File: src/rtl/tt_split_pkg.sv
`timescale 1ns/1ps
package tt_split_pkg;
   typedef enum logic [1:0] {
      ST_FREE = 2'd0,
      ST_PEND = 2'd1,
      ST_BUSY = 2'd2,
      ST_DONE = 2'd3
   } slot_state_e;

   localparam logic [2:0] HS_NONE    = 3'd0;
   localparam logic [2:0] HS_TIMEOUT = 3'd1;
   localparam logic [2:0] HS_NYET    = 3'd2;
   localparam logic [2:0] HS_ACK     = 3'd3;

   // address(7) + endpoint(4) + direction(1) + type(2)
   localparam int KEY_W = 14;
endpackage

File: src/rtl/tt_slot_alloc.sv
`timescale 1ns/1ps
// Lowest-index finder over a request vector.
module tt_slot_alloc #(
   parameter int N  = 4,
   parameter int IW = (N > 1) ? $clog2(N) : 1
) (
   input  logic [N-1:0]  req,
   output logic          found,
   output logic [IW-1:0] idx
);
   always_comb begin
      found = |req;
      idx   = '0;
      for (int i = N - 1; i >= 0; i--) begin
         if (req[i]) idx = IW'(i);
      end
   end
endmodule

File: src/rtl/tt_pipe_match.sv
`timescale 1ns/1ps
// Parallel key compare of a probe against every live table entry.
module tt_pipe_match #(
   parameter int N  = 4,
   parameter int KW = 14
) (
   input  logic [N-1:0]         live,
   input  logic [N-1:0][KW-1:0] keys,
   input  logic [KW-1:0]        probe,
   output logic [N-1:0]         hit
);
   for (genvar g = 0; g < N; g++) begin : g_cmp
      assign hit[g] = live[g] && (keys[g] == probe);
   end
endmodule

File: src/rtl/tt_async_budget.sv
`timescale 1ns/1ps
// Per-slot bus-time estimate for asynchronous packets against time left before SOF.
module tt_async_budget #(
   parameter int NA           = 2,
   parameter int LEN_W        = 11,
   parameter int TIME_W       = 16,
   parameter int OVH          = 64,
   parameter bit STUFF_MARGIN = 1'b1
) (
   input  logic [NA-1:0]            pend,
   input  logic [NA-1:0][LEN_W-1:0] len,
   input  logic [TIME_W-1:0]        time_left,
   output logic [NA-1:0]            ok
);
   localparam int CW = (((LEN_W + 4) > TIME_W) ? (LEN_W + 4) : TIME_W) + 1;

   for (genvar g = 0; g < NA; g++) begin : g_slot
      logic [CW-1:0] base;
      logic [CW-1:0] stuff;
      logic [CW-1:0] est;
      assign base = CW'(len[g]) << 3;
      if (STUFF_MARGIN) begin : g_stuff
         assign stuff = CW'(len[g]) >> 1;
      end else begin : g_plain
         assign stuff = '0;
      end
      assign est   = base + stuff + CW'(OVH);
      assign ok[g] = pend[g] && (est <= CW'(time_left));
   end
endmodule

File: src/rtl/tt_split_tracker.sv
`timescale 1ns/1ps
module tt_split_tracker
   import tt_split_pkg::*;
#(
   parameter int PERIODIC_PIPES = 16,
   parameter int ASYNC_PIPES    = 2,
   parameter int AGE_LIMIT      = 4,
   parameter int ABORT_UFRAME   = 6,
   parameter int LEN_W          = 11,
   parameter int TIME_W         = 16,
   parameter int PKT_OVH        = 64,
   parameter bit STUFF_MARGIN   = 1'b1,
   localparam int NT            = PERIODIC_PIPES + ASYNC_PIPES,
   localparam int SW            = $clog2(NT)
) (
   input  logic              clk,
   input  logic              rst_n,
   input  logic              uframe_tick,
   input  logic              tok_valid,
   input  logic              tok_kind,
   input  logic [6:0]        tok_addr,
   input  logic [3:0]        tok_ep,
   input  logic              tok_dir,
   input  logic [1:0]        tok_type,
   input  logic [LEN_W-1:0]  tok_len,
   input  logic              dn_start_valid,
   input  logic [SW-1:0]     dn_start_slot,
   input  logic              dn_done_valid,
   input  logic [SW-1:0]     dn_done_slot,
   input  logic [1:0]        dn_done_hs,
   input  logic [TIME_W-1:0] bus_time_left,
   output logic              hs_valid,
   output logic [2:0]        hs_code,
   output logic [NT-1:0]     slot_live,
   output logic [1:0]        async_start_ok,
   output logic              ovf_sticky,
   output logic [2:0]        uf_num
);
   localparam int NP    = PERIODIC_PIPES;
   localparam int NA    = ASYNC_PIPES;
   localparam int PIW   = $clog2(NP);
   localparam int AIW   = (NA > 1) ? $clog2(NA) : 1;
   localparam int AGE_W = $clog2(AGE_LIMIT + 1);

   // elaboration-time configuration checks
   if (!(PERIODIC_PIPES == 4 || PERIODIC_PIPES == 16)) begin : g_bad_periodic
      $error("PERIODIC_PIPES must be 4 or 16");
   end
   if (ASYNC_PIPES != 2) begin : g_bad_async
      $error("ASYNC_PIPES must be 2");
   end
   if (ABORT_UFRAME < 1 || ABORT_UFRAME > 7) begin : g_bad_abort
      $error("ABORT_UFRAME must lie in 1..7");
   end

   slot_state_e               st_q   [NT];
   slot_state_e               st_d   [NT];
   logic [AGE_W-1:0]          age_q  [NT];
   logic [AGE_W-1:0]          age_d  [NT];
   logic [1:0]                rec_q  [NT];
   logic [1:0]                rec_d  [NT];
   logic [NT-1:0][KEY_W-1:0]  key_q, key_d;
   logic [NA-1:0][LEN_W-1:0]  len_q, len_d;
   logic                      ovf_q, ovf_d;
   logic                      hsv_q;
   logic [2:0]                hsc_q, hsc_d;
   logic [2:0]                uf_q;

   logic [NT-1:0]             live;
   logic [NA-1:0]             apend;
   logic [NA-1:0]             aok;
   logic [NT-1:0]             may_start;
   logic [KEY_W-1:0]          tok_key;
   logic [NT-1:0]             hit;
   logic                      hit_found;
   logic [SW-1:0]             hit_idx;
   logic                      p_found, a_found;
   logic [PIW-1:0]            p_idx;
   logic [AIW-1:0]            a_idx;
   logic [2:0]                uf_next;
   logic                      frame_end;
   logic                      late_mark;

   for (genvar g = 0; g < NT; g++) begin : g_live
      assign live[g] = (st_q[g] != ST_FREE);
   end
   for (genvar g = 0; g < NA; g++) begin : g_apend
      assign apend[g] = (st_q[NP + g] == ST_PEND);
   end

   assign tok_key   = {tok_addr, tok_ep, tok_dir, tok_type};
   assign uf_next   = uf_q + 3'd1;
   assign frame_end = uframe_tick && (uf_q == 3'd7);
   assign late_mark = uframe_tick && (uf_next == 3'(ABORT_UFRAME));
   assign may_start = {aok, {NP{1'b1}}};

   tt_pipe_match #(.N(NT), .KW(KEY_W)) u_match (
      .live (live), .keys (key_q), .probe (tok_key), .hit (hit)
   );

   tt_slot_alloc #(.N(NT), .IW(SW)) u_hit_sel (
      .req (hit), .found (hit_found), .idx (hit_idx)
   );

   tt_slot_alloc #(.N(NP), .IW(PIW)) u_per_alloc (
      .req (~live[NP-1:0]), .found (p_found), .idx (p_idx)
   );

   tt_slot_alloc #(.N(NA), .IW(AIW)) u_asy_alloc (
      .req (~live[NT-1:NP]), .found (a_found), .idx (a_idx)
   );

   tt_async_budget #(
      .NA (NA), .LEN_W (LEN_W), .TIME_W (TIME_W),
      .OVH (PKT_OVH), .STUFF_MARGIN (STUFF_MARGIN)
   ) u_budget (
      .pend (apend), .len (len_q), .time_left (bus_time_left), .ok (aok)
   );

   always_comb begin
      slot_state_e hit_st;
      logic [1:0]  hit_rec;
      hit_st  = ST_FREE;
      hit_rec = 2'd0;
      ovf_d   = ovf_q;
      len_d   = len_q;
      key_d   = key_q;
      for (int i = 0; i < NT; i++) begin
         st_d[i]  = st_q[i];
         age_d[i] = age_q[i];
         rec_d[i] = rec_q[i];
      end

      // microframe strobe: ageing and periodic start aborts
      if (uframe_tick) begin
         for (int i = 0; i < NT; i++) begin
            if (st_q[i] != ST_FREE) begin
               if (age_q[i] >= AGE_W'(AGE_LIMIT)) st_d[i] = ST_FREE;
               else age_d[i] = age_q[i] + AGE_W'(1);
               if (i < NP && st_q[i] == ST_PEND && (frame_end || late_mark))
                  st_d[i] = ST_FREE;
            end
         end
      end

      // downstream events, then token (token wins on a shared slot)
      for (int i = 0; i < NT; i++) begin
         if (dn_start_valid && dn_start_slot == SW'(i) && st_q[i] == ST_PEND
             && may_start[i]) begin
            st_d[i]  = ST_BUSY;
            age_d[i] = '0;
         end
         if (dn_done_valid && dn_done_slot == SW'(i) && st_q[i] == ST_BUSY) begin
            st_d[i]  = ST_DONE;
            rec_d[i] = dn_done_hs;
            age_d[i] = '0;
         end
         if (tok_valid && hit_found && hit_idx == SW'(i)) begin
            hit_st   = st_q[i];
            hit_rec  = rec_q[i];
            age_d[i] = '0;
            st_d[i]  = (tok_kind && st_q[i] == ST_DONE) ? ST_FREE : st_q[i];
         end
      end

      // allocation of a new start-split
      if (tok_valid && !tok_kind && !hit_found) begin
         if (tok_type[0]) begin
            if (p_found) begin
               for (int i = 0; i < NP; i++) begin
                  if (p_idx == PIW'(i)) begin
                     st_d[i]  = ST_PEND;
                     age_d[i] = '0;
                     rec_d[i] = 2'd0;
                     key_d[i] = tok_key;
                  end
               end
            end else begin
               ovf_d = 1'b1;
            end
         end else begin
            if (a_found) begin
               for (int j = 0; j < NA; j++) begin
                  if (a_idx == AIW'(j)) begin
                     st_d[NP + j]  = ST_PEND;
                     age_d[NP + j] = '0;
                     rec_d[NP + j] = 2'd0;
                     key_d[NP + j] = tok_key;
                     len_d[j]      = tok_len;
                  end
               end
            end else begin
               ovf_d = 1'b1;
            end
         end
      end

      // handshake emulation
      if (!tok_kind)                 hsc_d = HS_NONE;
      else if (!hit_found)           hsc_d = HS_TIMEOUT;
      else if (hit_st == ST_DONE)    hsc_d = HS_ACK + {1'b0, hit_rec};
      else                           hsc_d = HS_NYET;
   end

   always_ff @(posedge clk) begin
      if (!rst_n) begin
         for (int i = 0; i < NT; i++) begin
            st_q[i]  <= ST_FREE;
            age_q[i] <= '0;
            rec_q[i] <= '0;
         end
         key_q <= '0;
         len_q <= '0;
         ovf_q <= 1'b0;
         hsv_q <= 1'b0;
         hsc_q <= HS_NONE;
         uf_q  <= 3'd0;
      end else begin
         for (int i = 0; i < NT; i++) begin
            st_q[i]  <= st_d[i];
            age_q[i] <= age_d[i];
            rec_q[i] <= rec_d[i];
         end
         key_q <= key_d;
         len_q <= len_d;
         ovf_q <= ovf_d;
         hsv_q <= tok_valid;
         hsc_q <= tok_valid ? hsc_d : HS_NONE;
         if (uframe_tick) uf_q <= uf_next;
      end
   end

   assign hs_valid       = hsv_q;
   assign hs_code        = hsc_q;
   assign slot_live      = live;
   assign async_start_ok = aok;
   assign ovf_sticky     = ovf_q;
   assign uf_num         = uf_q;
endmodule

File: config.mk
export PLATFORM = sky130hd
export DESIGN_NAME = tt_split_tracker
export DESIGN_NICKNAME = d
export VERILOG_FILES = /design/src/rtl/tt_split_pkg.sv /design/src/rtl/tt_slot_alloc.sv /design/src/rtl/tt_pipe_match.sv /design/src/rtl/tt_async_budget.sv /design/src/rtl/tt_split_tracker.sv
export SDC_FILE = /design/constraint.sdc
export NUM_CORES = 1
export LEC_CHECK = 0
export CAP_MARGIN = 40
export CORE_ASPECT_RATIO = 1.5
export CORE_MARGIN = 4
export CORE_UTILIZATION = 60
export CTS_BUF_LIST = sky130_fd_sc_hd__clkbuf_2 sky130_fd_sc_hd__clkbuf_4 sky130_fd_sc_hd__clkbuf_8
export CTS_CLUSTER_DIAMETER = 150
export DETAILED_ROUTE_END_ITERATION = 16
export PLACE_DENSITY = 0.78
export SLEW_MARGIN = 40
export SYNTH_ARGS = -nofsm -noshare
export SYNTH_HDL_FRONTEND = slang
export SYNTH_HIERARCHICAL = 1
export SYNTH_SLANG_ARGS = --single-unit
export TNS_END_PERCENT = 50
File: constraint.sdc
create_clock -name clk -period 5 [get_ports clk]
set_input_delay 0.75 -clock clk [delete_from_list [all_inputs] [get_ports clk]]
set_output_delay 0.75 -clock clk [all_outputs]
set_load 0.01 [all_outputs]
==> impl_metrics.py, run 1 <==
metrics = {
    "cts": {
        "path_clk_slew_ns": 0.07,
        "cts-root-buf": "clkbuf_8",
        "cts_tree": "done",
        "cts_made_buffers": 66,
        "cts_sinks": 406,
        "clk_latency_ns": 0.64,
        "clock_path_buffers": 3,
        "htreeDepth": 3,
    },
    "timing": {
        "worst_clock_skew_ns": 0.0302,
        "rsz0062_at_grt": "false",
        "maxSlewHeadroom_pct": 49.5,
        "min_period_ns": 4.75,
        "fin_setup_tns_ns": 0,
        "worst_pin_slew_ns": 0.754,
        "final_max_slew_viol_count": 0,
        "hold_viol": 0,
        "setup_viol": 0,
        "fmax_ghz": 0.211,
        "fin_crit_sh_pct": 95.0,
    },
    "route": {
        "drtAntennaViolNets": 0,
        "drt-vias-per-instance": 5.92,
        "drt-initial-drc-count": 1520,
        "vias": 20639,
        "first_pass_iters": 6,
        "drc_errors": 0,
        "wl_per_cell_um": 19.8,
        "drt_wl_total_um": 69100,
    },
    "yosys": {
        "synth_edf_count": 0,
        "async_reset_ff_share_pct": 0,
        "ys_ff_latch": 406,
        "syn_inst": 2859,
        "synth_area_um2": 23500,
        "ys.warnings.count": 6,
        "ys_seq_area_share_pct": 34.6,
        "avgSynthCellArea_um2": 8.22,
        "ys.flop_type": "dfxtp_1",
        "ys_types": 90,
    },
    "critical_path": {
        "cp_max_fo": 3,
        "r2r-end": "st_q[17][0]",
        "path_class": "reg -> out",
        "cp-start-kind": "flip-flop",
        "rrSetupSlack_ns": 0.76,
        "worstRegToRegCells": 22,
        "rr_startpoint": "len_q[16]",
        "crit_required_ns": 4.25,
        "cp.arrival_ns": 4.00,
        "endpoint_kind": "primary output",
    },
    "layout": {
        "nFillCells": 3239,
        "final_common_cell": "nand2_1",
        "layout-drive-gt1-share_pct": 11.1,
        "multi_input_area_um2": 14000,
        "layout_common_cells": "nand2_1, dfxtp_1, xnor2_1",
        "synthToLayoutAreaGrowth_pct": 12.1,
        "final_cells": 3485,
        "fin_nets": 3109,
        "regArea_um2": 8130,
    },
    "floorplanning": {
        "fp.dieH_um": 250,
        "coreArea_um2": 38500,
        "start_util_pct": 61.0,
        "dieWidth_um": 170,
        "num_io_pins": 88,
        "die-area_um2": 42500,
        "rows": 88,
    },
    "place": {
        "dpl.hpwl_um": 49400,
        "gp_congestion": 1.02,
        "io_buffer_count": 87,
        "dp.cells": 3375,
    },
    "global_route": {
        "grt_max_degree": 196,
        "gr-usage-all-layers_pct": 31.9,
        "first_global_vias": 20135,
        "grt.busiest_layer": "met2",
        "grt_pass1_wl_um": 108000,
        "antenna_found_initial": 0,
        "met1_usage_pct": 37.1,
        "grt_util_met2_pct": 55.6,
        "gr-total-overflow": 0,
        "grt_util_met3_pct": 4.52,
    },
    "hold_path": {
        "hold_path_end": "key_q[242]",
        "min_from": "tok_ep[1]",
        "hold_path_depth": 3,
        "holdCritPathClass": "in -> reg",
    },
    "power_and_ir_drop": {
        "ir_drop_v": 0.000233,
        "p_leak_nw": 9.20,
        "powerDensity_nw_per_um2": 260,
    },
    "flow_run": {
        "cap_violations": 0,
    },
    "status": {
        "status": "finished clean",
    },
}
==> layout make-up <==
class | instances | share of cell area (%)
Antenna cell | 1 | 0.00950
Clock buffer | 102 | 4.93
Clock inverter | 6 | 0.185
Inverter | 119 | 1.70
Multi-Input combinational cell | 2162 | 53.1
Sequential cell | 406 | 30.9
Tap cell | 495 | 2.35
Timing Repair Buffer | 194 | 6.89
==> routing by layer <==
layer	vias to the layer above	share of wire (%)	wire (um)
met5	-	0	0
met4	0	6.0	4140
met3	235	5.8	4040
met2	707	50	34400
met1	9862	38	26500
li1	9835	-	-
==> worst max-delay path by stage <==
stage | startpoint | end | slack, ns | cells past startpoint
detailed placement | tok_type[0] | hs_code[1] | 0.14 | 15
floorplan | tok_addr[1] | hs_code[1] | 0.87 | 17
global placement | tok_type[0] | hs_code[1] | 0.22 | 15
CTS | len_q[16] | async_start_ok[1] | 0.14 | 16
global route | len_q[16] | async_start_ok[1] | 0.02 | 16
finish | len_q[16] | async_start_ok[1] | 0.25 | 16
==> sequential cells by signal, indices dropped and copies added, names as in the netlist <==
name / flops
age_q: 54
len_q: 22
uf_num: 3
hs_code: 3
rec_q: 36
st_q: 36
ovf_sticky: 1
key_q: 250
hs_valid: 1
==> cell families after synthesis <==
family	Yosys count	share of synthesized area, %
xor gates and xnor gates	284	11.0
and+or+nand+nor	1170	23.5
muxes	65	2.89
buffers and inverters	292	6.18
DFF	406	34.6
adders and majority gates	100	5.39
AOI/OAI and AO/OA	541	16.4
other	1	0.0160
==> critical path: stages, from the launching register on <==
cell,delay [ns]
dfxtp_1,0.33
ha_1,0.28
ha_1,0.20
inv_1,0.07
fa_1,0.41
nor2b_1,0.17
o31a_1,0.22
o21a_1,0.13
nor2_1,0.05
xnor2_1,0.13
ha_1,0.29
a211oi_1,0.24
o21bai_1,0.11
a21oi_1,0.15
nor3b_1,0.07
o32ai_2,0.34
clkbuf_2,0.20
==> metrics by stage <==
step	power, mW	area, um2	setup WS (ns)	util [%]	hold WS (ns)
5_1_grt	7.09	26300	0.0192	68.3	0.463
3_5_place_dp	3.91	25000	0.143	64.8	0.466
6_report	6.85	26300	0.252	68.3	0.469
3_3_place_gp	3.90	25000	0.223	64.8	0.456
2_1_floorplan	3.73	23500	0.865	-	0.448
4_1_cts	6.90	26300	0.139	68.3	0.433
==> synth_stat cells (all sizes together) (7+ instances only) <==
cell / n / area, um2
a31oi: 39 / 244
nor3b: 22 / 165
dfxtp: 406 / 8130
a21boi: 261 / 1990
ha: 98 / 1230
nand4: 76 / 475
o311ai: 8 / 70.1
or3: 16 / 100
nand4b: 10 / 87.6
a32oi: 10 / 87.6
nor3: 18 / 116
clkbuf: 99 / 372
and2: 11 / 68.8
o22ai: 7 / 43.8
o41ai: 7 / 61.3
o21bai: 8 / 60.1
xnor2: 279 / 2550
a21o: 7 / 52.6
o21ai: 45 / 229
nand2b: 13 / 81.3
nand2: 637 / 2390
or2: 22 / 138
buf: 74 / 634
a21oi: 59 / 299
o211ai: 15 / 118
nor4: 29 / 337
inv: 119 / 447
a211oi: 11 / 82.6
and3: 11 / 68.8
o21a: 32 / 240
nor2b: 24 / 158
mux2i: 61 / 611
nand3: 68 / 340
nor2: 184 / 716
==> what timing repair did <==
action	4_1_cts	5_1_grt
cloned	0	0
pin swaps	1	2
buffers inserted	1	0
setup endpoints to repair	2	1
resized for setup	4	3
hold buffers	0	0
==> report_power, final <==
| part | switching, mW | leakage [nW] | internal [mW] |
|---|---|---|---|
| Combinational | 0.339 | 5.22 | 0.240 |
| Clock | 1.36 | 0.709 | 1.65 |
| Sequential | 0.0157 | 3.27 | 3.25 |
Note: power is estimated with default switching activity, not from simulation.
==> inputs of run 2 (changes only) <==
--- a/config.mk
+++ b/config.mk
@@ -16,6 +16,5 @@
 export SLEW_MARGIN = 40
 export SYNTH_ARGS = -nofsm -noshare
 export SYNTH_HDL_FRONTEND = slang
-export SYNTH_HIERARCHICAL = 1
 export SYNTH_SLANG_ARGS = --single-unit
 export TNS_END_PERCENT = 50
==> run 2 against run 1 <==
Effect of this change: the run now ends with negative setup slack left; power up 2.6%; global-route usage down 0.55 points; non-clock buffer count up 25; area after synthesis is 1.0% higher; design area grew 2.4%; clock skew rose by 0.010 ns; cell count shrank 1.2%; fmax down 8.6%; largest power group unchanged.
==> impl_metrics.py, run 2 <==
metrics = {
    "layout": {
        "regArea_um2": 8130,
        "multi_input_area_um2": 14400,
        "final_cells": 3444,
        "reg_top3": "key_q x250, age_q x54",
        "regMostFlops": "key_q",
        "final_common_cell": "dfxtp_1",
        "nFillCells": 3188,
        "largest_reg_flops": 250,
        "layout_common_cells": "dfxtp_1, nand2_1, nor2_1",
        "fin_nets": 3052,
        "layout-drive-gt1-share_pct": 12.0,
        "synthToLayoutAreaGrowth_pct": 13.6,
        "final_util_pct": 68.8,
        "final_cell_area_um2": 27000,
    },
    "floorplanning": {
        "fp.dieH_um": 252,
        "start_util_pct": 60.6,
        "die-area_um2": 42900,
        "dieWidth_um": 170,
        "coreArea_um2": 39200,
        "num_io_pins": 88,
        "rows": 89,
    },
    "critical_path": {
        "cp.arrival_ns": 4.44,
        "r2r-end": "st_q[16][1]",
        "cp-start-kind": "flip-flop",
        "endpoint_kind": "primary output",
        "cp_max_fo": 3,
        "crit_required_ns": 4.25,
        "worstRegToRegCells": 28,
        "path_class": "reg -> out",
        "rrSetupSlack_ns": 0.23,
        "rr_startpoint": "len_q[4]",
    },
    "route": {
        "drt-vias-per-instance": 6.08,
        "first_pass_iters": 6,
        "drtAntennaViolNets": 0,
        "drt_wl_total_um": 69700,
        "drt-initial-drc-count": 1434,
        "vias": 20935,
        "drc_errors": 0,
        "wl_per_cell_um": 20.2,
    },
    "cts": {
        "htreeDepth": 2,
        "path_clk_slew_ns": 0.07,
        "clock_path_buffers": 3,
        "cts_made_buffers": 61,
        "cts_sinks": 406,
        "ctsHoldBuffers": 0,
        "cts-root-buf": "clkbuf_8",
        "cts_tree": "done",
        "clk_latency_ns": 0.67,
    },
    "timing": {
        "rsz0062_at_grt": "true",
        "final_max_slew_viol_count": 0,
        "worst_clock_skew_ns": 0.0406,
        "maxSlewHeadroom_pct": 40.1,
        "worst_pin_slew_ns": 0.896,
        "fin_setup_tns_ns": -0.306,
        "setup_slack_ns": -0.192,
        "hold_viol": 0,
        "fin_crit_sh_pct": 104,
        "min_period_ns": 5.19,
        "setup_viol": 2,
        "fmax_ghz": 0.193,
        "whs_ns": 0.463,
    },
    "power_and_ir_drop": {
        "powerDensity_nw_per_um2": 261,
        "ir_drop_v": 0.000326,
        "p_leak_nw": 11.3,
    },
    "yosys": {
        "yosysTopAreaCellShare_pct": 34.2,
        "async_reset_ff_share_pct": 0,
        "avgSynthCellArea_um2": 8.55,
        "syn_inst": 2777,
        "yosys.area.top_type": "dfxtp_1",
        "yosysMostFrequentCell": "dfxtp_1",
        "synth_area_um2": 23700,
        "syn_nets": 2932,
        "ys_top_cells_by_count": "dfxtp_1, nand2_1, nor2_1, mux2i_1, xor2_1",
        "ys.flop_type": "dfxtp_1",
        "ys_seq_area_share_pct": 34.2,
        "synth_edf_count": 0,
        "ys_types": 97,
        "ys_top_cells_by_area": "dfxtp_1, mux2i_1, xor2_1, xnor2_1, ha_1",
        "ys_ff_latch": 406,
        "ys.warnings.count": 0,
    },
    "global_route": {
        "first_global_vias": 21032,
        "grt_max_degree": 92,
        "antenna_found_initial": 0,
        "gr-usage-all-layers_pct": 31.4,
        "gr-total-overflow": 0,
        "grt_pass1_wl_um": 109000,
    },
    "status": {
        "violations": "negative setup slack",
        "status": "finished with violations",
    },
    "flow_run": {
        "cap_violations": 0,
    },
    "hold_path": {
        "holdCritPathClass": "reg -> reg",
        "min_from": "len_q[0]",
        "hold_path_end": "len_q[0]",
        "hold_path_depth": 2,
    },
    "place": {
        "gp_congestion": 1.03,
        "io_buffer_count": 87,
        "dpl.hpwl_um": 49400,
        "dp.cells": 3321,
        "dpl-instance-area_um2": 25300,
    },
}
[run 2: cells by family after synthesis]
logic type	share of synthesized area [%]
flip-flops	34.2
buffers and inverters	5.93
adder cells (fa/ha/maj)	5.11
AND/OR/NAND/NOR	23.4
AO/OA/AOI/OAI	11.2
XOR/XNOR	10.7
other	0.0158
multiplexers	9.35
[run 2: worst max-delay path by stage]
| stage | from | end | slack (ns) | cells past startpoint |
|---|---|---|---|---|
| detailed placement | len_q[12] | async_start_ok[1] | -0.44 | 20 |
| floorplan | len_q[12] | async_start_ok[1] | 0.36 | 18 |
| finish | len_q[14] | async_start_ok[1] | -0.19 | 19 |
| CTS | len_q[16] | async_start_ok[1] | -0.15 | 20 |
| global placement | len_q[12] | async_start_ok[1] | -0.38 | 20 |
| global route | len_q[16] | async_start_ok[1] | -0.42 | 22 |
[run 2: critical path, stage by stage (launching register included)]
cell,delay [ns]
dfxtp_1,0.33
inv_1,0.05
ha_1,0.29
inv_1,0.10
ha_4,0.22
a21o_1,0.18
a21oi_2,0.16
o21bai_1,0.09
a21o_1,0.21
a21oi_2,0.14
nor2b_1,0.07
xor2_1,0.14
ha_1,0.30
nand4_1,0.10
or4b_4,0.50
or3_1,0.33
o311ai_1,0.08
buf_4,0.16
nor3b_4,0.17
buf_2,0.16
[run 2: area by class of cell]
| cell class | instances | share of cell area (%) |
|---|---|---|
| Multi-Input combinational cell | 2099 | 53.4 |
| Sequential cell | 406 | 30.1 |
| Timing Repair Buffer | 219 | 7.36 |
| Clock buffer | 85 | 4.01 |
| Tap cell | 500 | 2.32 |
| Inverter | 110 | 1.55 |
| Clock inverter | 24 | 1.22 |
| Antenna cell | 1 | 0.00928 |
[run 2: layer usage]
layer / routed length [um] / GRT usage, % / vias up / share of wire (%)
li1: - / - / 9866 / -
met1: 26500 / 36.2 / 9948 / 38
met2: 34200 / 54.8 / 850 / 49
met3: 4410 / 3.89 / 271 / 6.3
met4: 4580 / 19.0 / 0 / 6.6
met5: 0 / 0 / - / 0
[run 2: timing repair]
action                     4_1_cts  5_1_grt
resized for setup               41        6
pin swaps                       41        6
setup endpoints to repair        2        7
buffers inserted                12        1
[run 2: where the power goes]
group / internal, mW / switching (mW)
Combinational: 0.236 / 0.386
Clock: 1.77 / 1.37
Sequential: 3.25 / 0.0155
Total: 5.26 / 1.77
[run 2: per-stage QoR]
stage                     setup slack (ns)  power [mW]
after detailed placement            -0.442        3.94
final                               -0.192        7.03
after global routing                -0.419        7.24
after floorplan                      0.365        3.73
after global placement              -0.381        3.93
after CTS                           -0.147        7.04
==> inputs of run 3 (changes only) <==
--- a/config.mk
+++ b/config.mk
@@ -13,7 +13,7 @@
 export CTS_CLUSTER_DIAMETER = 150
 export DETAILED_ROUTE_END_ITERATION = 16
 export PLACE_DENSITY = 0.78
-export SLEW_MARGIN = 40
+export SLEW_MARGIN = 20
 export SYNTH_ARGS = -nofsm -noshare
 export SYNTH_HDL_FRONTEND = slang
 export SYNTH_SLANG_ARGS = --single-unit
==> run 3 against run 2 <==
Effect of this change: the run still ends with negative setup slack left; largest cell class unchanged; design area is 0.11% higher; via count up 0.32%; fmax grew 0.41%; critical path type unchanged; critical path depth rose by 1; sequential share of layout area is essentially flat; first-iteration DRC count is 17% higher; utilization increased by 0.073 points; clock power fell by 5%; combinational power increased by 1%; register-to-register slack improved by 0.28 ns.
==> impl_metrics.py, run 3 (synthesized netlist as in run 2, its figures left out) <==
metrics = {
    "timing": {
        "fin_setup_tns_ns": -0.299,
        "fin_crit_sh_pct": 103,
        "hold_viol": 0,
        "rsz0062_at_grt": "true",
        "fmax_ghz": 0.193,
        "setup_slack_ns": -0.171,
        "setup_viol": 2,
        "final_max_slew_viol_count": 0,
        "worst_clock_skew_ns": 0.0574,
        "worst_pin_slew_ns": 0.900,
        "min_period_ns": 5.17,
        "maxSlewHeadroom_pct": 39.9,
        "whs_ns": 0.463,
    },
    "critical_path": {
        "crit_slowest_cell": "or4b_4",
        "worstRegToRegCells": 28,
        "path_class": "reg -> out",
        "endpoint_kind": "primary output",
        "rrSetupSlack_ns": 0.51,
        "r2r-end": "st_q[16][1]",
        "cp.arrival_ns": 4.42,
        "max_stage_delay_ns": 0.49,
        "rr_startpoint": "len_q[4]",
        "cp_max_fo": 2,
        "crit_required_ns": 4.25,
        "cp-start-kind": "flip-flop",
        "path_cells": "ha_4, ha_4, inv_2, fa_2, inv_2, a21o_1, a21oi_2, o21bai_1, a21o_1, a21oi_2, nor2b_1, xor2_1, ha_1, nand4_1, or4b_4, or3_1, o311ai_1, buf_4, nor3b_4, buf_2",
    },
    "cts": {
        "cts_made_buffers": 59,
        "cts_tree": "done",
        "path_clk_slew_ns": 0.07,
        "clk_latency_ns": 0.68,
        "cts_sinks": 406,
        "clock_path_buffers": 3,
        "htreeDepth": 2,
        "cts-root-buf": "clkbuf_8",
    },
    "global_route": {
        "antenna_found_initial": 1,
        "gr-total-overflow": 0,
        "gr-usage-all-layers_pct": 31.6,
        "first_global_vias": 20983,
        "grt_max_degree": 92,
        "grt_pass1_wl_um": 110000,
    },
    "place": {
        "io_buffer_count": 87,
        "gp_congestion": 1.03,
        "dpl.hpwl_um": 49400,
        "post-place-ws_ns": -0.461,
        "dp.cells": 3323,
    },
    "power_and_ir_drop": {
        "powerDensity_nw_per_um2": 255,
        "ir_drop_v": 0.000218,
        "p_leak_nw": 11.3,
    },
    "floorplanning": {
        "rows": 89,
        "num_io_pins": 88,
        "coreArea_um2": 39200,
        "dieWidth_um": 170,
        "start_util_pct": 60.6,
        "fp.dieH_um": 252,
        "die-area_um2": 42900,
    },
    "hold_path": {
        "min_from": "rec_q[13][1]",
        "holdCritPathClass": "reg -> reg",
        "hold_path_depth": 2,
        "hold_path_end": "rec_q[13][1]",
    },
    "route": {
        "drtAntennaViolNets": 0,
        "vias": 21002,
        "drt-initial-drc-count": 1674,
        "drc_errors": 0,
        "drt_wl_total_um": 69800,
        "drt-vias-per-instance": 6.09,
        "wl_per_cell_um": 20.3,
        "first_pass_iters": 8,
    },
    "layout": {
        "synthToLayoutAreaGrowth_pct": 13.7,
        "fin_nets": 3054,
        "reg_top3": "key_q x250, age_q x54",
        "nFillCells": 3126,
        "final_cells": 3448,
        "layout_common_cells": "dfxtp_1, nand2_1, nor2_1",
        "regMostFlops": "key_q",
        "layout-drive-gt1-share_pct": 12.2,
        "final_common_cell": "dfxtp_1",
        "largest_reg_flops": 250,
    },
    "status": {
        "status": "finished with violations",
        "violations": "negative setup slack",
    },
    "flow_run": {
        "cap_violations": 0,
    },
}
-- run 3: what timing repair did --
action,in CTS,in global routing
setup buffers,11,1
endpoints found under the setup margin,2,2
resized for setup,43,12
hold buffers,0,0
hold endpoints to repair,0,0
pin swaps,45,11
cloned,0,0
-- run 3: worst max-delay path by stage --
| stage | end | from | slack [ns] | cells after the start |
|---|---|---|---|---|
| 6_report | async_start_ok[1] | len_q[16] | -0.17 | 20 |
| 5_1_grt | async_start_ok[0] | len_q[4] | -0.42 | 21 |
| 4_1_cts | async_start_ok[1] | len_q[16] | -0.15 | 22 |
| 3_5_place_dp | async_start_ok[1] | len_q[12] | -0.46 | 20 |
| 3_3_place_gp | async_start_ok[1] | len_q[12] | -0.38 | 20 |
| 2_1_floorplan | async_start_ok[1] | len_q[12] | 0.36 | 18 |
-- run 3: layout make-up --
type | instances | area (um2) | area share [%]
multi-input combinational | 2099 | 14400 | 53.4
tap | 500 | 626 | 2.32
sequential | 406 | 8130 | 30.1
clock buffer | 94 | 1200 | 4.44
clock inverter | 15 | 149 | 0.551
timing repair buffer | 223 | 2060 | 7.64
inverter | 110 | 415 | 1.54
antenna | 1 | 2.50 | 0.00927
-- run 3: stage by stage --
stage / area (um2) / power [mW] / utilization (%)
after global placement: 25300 / 3.93 / 64.5
after global routing: 27000 / 7.08 / 68.9
after CTS: 26900 / 6.90 / 68.6
after floorplan: 23700 / 3.73 / -
final: 27000 / 6.88 / 68.9
after detailed placement: 25300 / 3.94 / 64.6
-- run 3: critical path, delay by kind of cell, from the launching register on --
family | cells | cell delay [ns]
and+or+nand+nor | 5 | 1.14
adders and majority gates | 4 | 0.89
AOI/OAI and AO/OA | 6 | 0.87
buffers and inverters | 4 | 0.41
DFF | 1 | 0.34
xor gates and xnor gates | 1 | 0.14
-- run 3: power breakdown --
part	switching, mW	internal (mW)
combinational	0.388	0.241
clock	1.35	1.64
sequential	0.0156	3.25
-- run 3: per-layer routing --
| metal | part of all wire, % | up-vias | routed length (um) | track usage [%] |
|---|---|---|---|---|
| met5 | 0 | - | 0 | 0 |
| met4 | 6.8 | 0 | 4720 | 19.6 |
| met3 | 6.9 | 267 | 4830 | 4.62 |
| met2 | 48 | 874 | 33800 | 54.9 |
| met1 | 38 | 10000 | 26500 | 36.3 |
| li1 | - | 9861 | - | - |
